**config.mk**
```make
export PLATFORM = sky130hd
export DESIGN_NAME = lcd_quad_line_driver
export DESIGN_NICKNAME = d
export VERILOG_FILES = /design/src/rtl/lcd_quad_line_pkg.sv /design/src/rtl/lcd_line_hold.sv /design/src/rtl/lcd_polarity_stage.sv /design/src/rtl/lcd_quad_line_driver.sv
export SDC_FILE = /design/constraint.sdc
export NUM_CORES = 1
export LEC_CHECK = 0
export BUFFER_PORTS_ARGS = -buffer_cell sky130_fd_sc_hd__buf_4
export CAP_MARGIN = 20
export CORE_AREA = 4 4 41 43
export DETAILED_ROUTE_END_ITERATION = 16
export DIE_AREA = 0 0 45 47
export PLACE_DENSITY_LB_ADDON = 0.3
export SLEW_MARGIN = 40
export SYNTH_ARGS = -nofsm -noshare
export SYNTH_HDL_FRONTEND = slang
export SYNTH_SLANG_ARGS = --single-unit
```
**constraint.sdc**
```tcl
create_clock -name clk -period 1 [get_ports clk]
set_input_delay 0.2 -clock clk [delete_from_list [all_inputs] [get_ports clk]]
set_output_delay 0.2 -clock clk [all_outputs]
set_load 0.01 [all_outputs]
```
**src/rtl/lcd_quad_line_pkg.sv**
```systemverilog
package lcd_quad_line_pkg;

    // Polarity rule: a held selection inverts the display-frequency level.
    function automatic logic seg_level(input logic held, input logic dfreq);
        return held ^ dfreq;
    endfunction

endpackage

```
**src/rtl/lcd_line_hold.sv**
```systemverilog
module lcd_line_hold (
    input  logic clk,
    input  logic rst_n,
    input  logic load,
    input  logic din,
    output logic held_d,
    output logic held_q
);
    typedef struct packed {
        logic held;
    } hold_state_t;

    hold_state_t st_d, st_q;

    always_comb begin
        st_d = st_q;
        if (load) begin
            st_d.held = din;
        end
    end

    always_ff @(posedge clk or negedge rst_n) begin
        if (!rst_n) begin
            st_q <= '0;
        end else begin
            st_q <= st_d;
        end
    end

    assign held_d = st_d.held;
    assign held_q = st_q.held;
endmodule

```
**src/rtl/lcd_polarity_stage.sv**
```systemverilog
module lcd_polarity_stage #(
    parameter int LINES = 4
) (
    input  logic             clk,
    input  logic             rst_n,
    input  logic [LINES-1:0] held_next,
    input  logic             dfreq,
    output logic [LINES-1:0] drv_q
);
    import lcd_quad_line_pkg::*;

    typedef struct packed {
        logic [LINES-1:0] drv;
    } pol_state_t;

    pol_state_t st_d, st_q;

    always_comb begin
        st_d = st_q;
        for (int k = 0; k < LINES; k++) begin
            st_d.drv[k] = seg_level(held_next[k], dfreq);
        end
    end

    always_ff @(posedge clk or negedge rst_n) begin
        if (!rst_n) begin
            st_q <= '0;
        end else begin
            st_q <= st_d;
        end
    end

    assign drv_q = st_q.drv;
endmodule

```
**src/rtl/lcd_quad_line_driver.sv**
```systemverilog
module lcd_quad_line_driver #(
    parameter int LINES = 4
) (
    input  logic             clk,
    input  logic             rst_n,
    input  logic [LINES-1:0] line_din,
    input  logic [LINES-1:0] line_stb,
    input  logic             df_in,
    output logic [LINES-1:0] line_drv
);
    logic [LINES-1:0] held_next;
    logic [LINES-1:0] held_now;

    for (genvar g = 0; g < LINES; g++) begin : g_line
        lcd_line_hold u_hold (
            .clk    (clk),
            .rst_n  (rst_n),
            .load   (line_stb[g]),
            .din    (line_din[g]),
            .held_d (held_next[g]),
            .held_q (held_now[g])
        );
    end

    lcd_polarity_stage #(.LINES(LINES)) u_pol (
        .clk       (clk),
        .rst_n     (rst_n),
        .held_next (held_next),
        .dfreq     (df_in),
        .drv_q     (line_drv)
    );

    logic unused_held;
    assign unused_held = ^held_now;
endmodule

```
==> out/metrics.cfg <==
[status]
status = complete, no violations

[synthesis]
syn-num-nets = 27
synth_warnings = 0
yosysSeqAreaShare_pct = 67.80
synthesis.area_sq_um = 295.3
ys_ff_latch = 8
async_flop_share_pct = 100.0
synth-edff-count = 0
yosysTopAreaCell = dfrtp_1
synthTopCellsByCount = dfrtp_1, mux2_4, xor2_1
avgSynthCellArea_sq_um = 18.46
synth.top_cell.area_share_pct = 67.80
synthesis.instances = 16
synth_ff_type = dfrtp_1
synth_cell_type_count = 3
yosysMostFrequentCell = dfrtp_1
synth_area_leaders = dfrtp_1, mux2_4, xor2_1

[global_route]
antenna_found_initial = 0
grt_max_degree = 9
grt_pass1_vias = 198
grt_pass1_wl_um = 765
grt_usage_pct = 5.436
gr-total-overflow = 0

[clocking]
cts_tree = built
clock_sinks = 8
cts_max_level = 1
cts_setup_buffers = 0
root_buffer = clkbuf_4
cts.clk_slew.worst_paths_ps = 50
clkLatencyLatePin_ps = 240
cts_made_buffers = 3
clock_path_buffers = 2

[floorplanning]
initial_core_util_pct = 22.69
die-area_sq_um = 2115
num_rows = 13
die-width_um = 45
core_area_sq_um = 1301
io_pins = 15
die_h_um = 47

[detailed_routing]
wire_per_inst_um = 10.43
ant_nets = 0
drt-met1-wl_um = 220
routed-wl-met3_um = 102
vias_per_cell = 3.837
wirelength_um = 511
top_layer = met3
dr_wl_met2_um = 188
drtIter0Drc = 0
dr.pass1.iters = 1
vias = 188
post-route-drc-count = 0

[hold_path]
hold_class = in -> reg

[timing]
min_period_over_period_pct = 94.21
tns_ps = 0
worstMarginPinSlew_ps = 120.9
whs_ps = 174.6
slew_headroom_pct = 91.92
post-route-min-period_ps = 942.1
rsz0062_at_grt = false
setup_viol = 0
finalHoldViolCount = 0
drv_slew = 0
fmax_mhz = 1061
clock-skew-final_ps = 0.09148

[worst_setup_path]
timing.reg2reg.setup_slack_ps = 110
crit_path_max_fanout = 1
reg2reg_from = g_line[1].u_hold.held_q
r2r_end = u_pol.drv_q[1]
reg2reg_depth = 2
required_ps = 800
critPathSlowestCell = dfrtp_1
start_kind = flip-flop
worst-path-buf-inv = 1
arrival_ps = 740
path_cells = buf_4
end_kind = output port
startpoint = u_pol.drv_q[1]
critPathKind = reg -> out
critPathCapture = line_drv[1]
cp_top_family = flip-flops
crit_path_max_incr_delay_ps = 360
worst-path-stages = 1

[final_layout]
syn2layout_area_growth_pct = 52.97
final_layout_size_suffix_gt1_share_pct = 61.76
instances_no_fill = 49
fin_util_pct = 34.71
post-route-cell-area_sq_um = 451.7
diodes = 0
nets = 47

[placement]
placed_cell_area_sq_um = 419.2
dp.cells = 45
io_buffers = 14
routabilityCongestion = 0.6790

[power_and_ir_drop]
p_leak_nw = 0.2287
powerDensity_nw_per_um2 = 1670
vdd_ir_drop_max_v = 0.0006279

[run]
cap_viol_max_count = 0

layout by cell type, fill, tap and decap left out, drive strengths merged:
cell         count
dlygate4sd3      1
xor2             4
mux2             4
clkbuf           3
buf             14
dfrtp            8
area by class of cell:
cell class | count | area (sq um)
clock buffer | 3 | 22.52
multi-input combinational | 8 | 95.09
tap | 15 | 18.77
fill | 132 | 849.6
sequential | 8 | 200.2
timing repair buffer | 15 | 115.1
routing by layer:
metal	track usage, %	vias up
li1	-	88
met1	6.588	86
met2	6.497	14
met3	3.065	0
met4	5.263	0
met5	0	-
per-stage QoR:
step | power, mW | setup WS, ps
4_1_cts | 0.7683 | 41.36
3_5_place_dp | 0.5260 | 115.6
3_3_place_gp | 0.5198 | 128.9
5_1_grt | 0.7964 | 21.10
6_report | 0.7543 | 57.90
2_1_floorplan | 0.4388 | 144.5
registers in the layout, indices dropped and copies added, names as in the netlist:
register	cells
u_pol.drv_q	4
g_line.u_hold.held_q	4
logic make-up (layout without fill, tap and decap cells):
logic type / Yosys count / in the layout / share of synthesized area (%)
buffers and inverters: 0 / 18 / 0
multiplexers: 4 / 4 / 20.34
flip-flops: 8 / 8 / 67.80
XOR/XNOR: 4 / 4 / 11.86
worst min-delay path by stage:
stage,startpoint,endpoint,cells past startpoint,slack [ps]
floorplan,rst_n,g_line[0].u_hold.held_q,0,-100
global placement,rst_n,u_pol.drv_q[0],1,20
detailed placement,rst_n,g_line[0].u_hold.held_q,1,20
CTS,df_in,u_pol.drv_q[0],2,170
global route,df_in,u_pol.drv_q[3],2,180
finish,df_in,u_pol.drv_q[0],2,170
where the power goes:
group          internal (mW)  total, mW  switching, mW
registers              0.364      0.375         0.0110
clock network          0.137      0.235         0.0980
logic                 0.0901      0.144         0.0543
total                  0.591      0.754          0.163
repair_timing:
action | in CTS | in global routing
endpoints found under the hold margin | 8 | 0
hold buffers | 1 | 0
gates resized for setup | 0 | 0
Power figures use the tool's default switching activity.
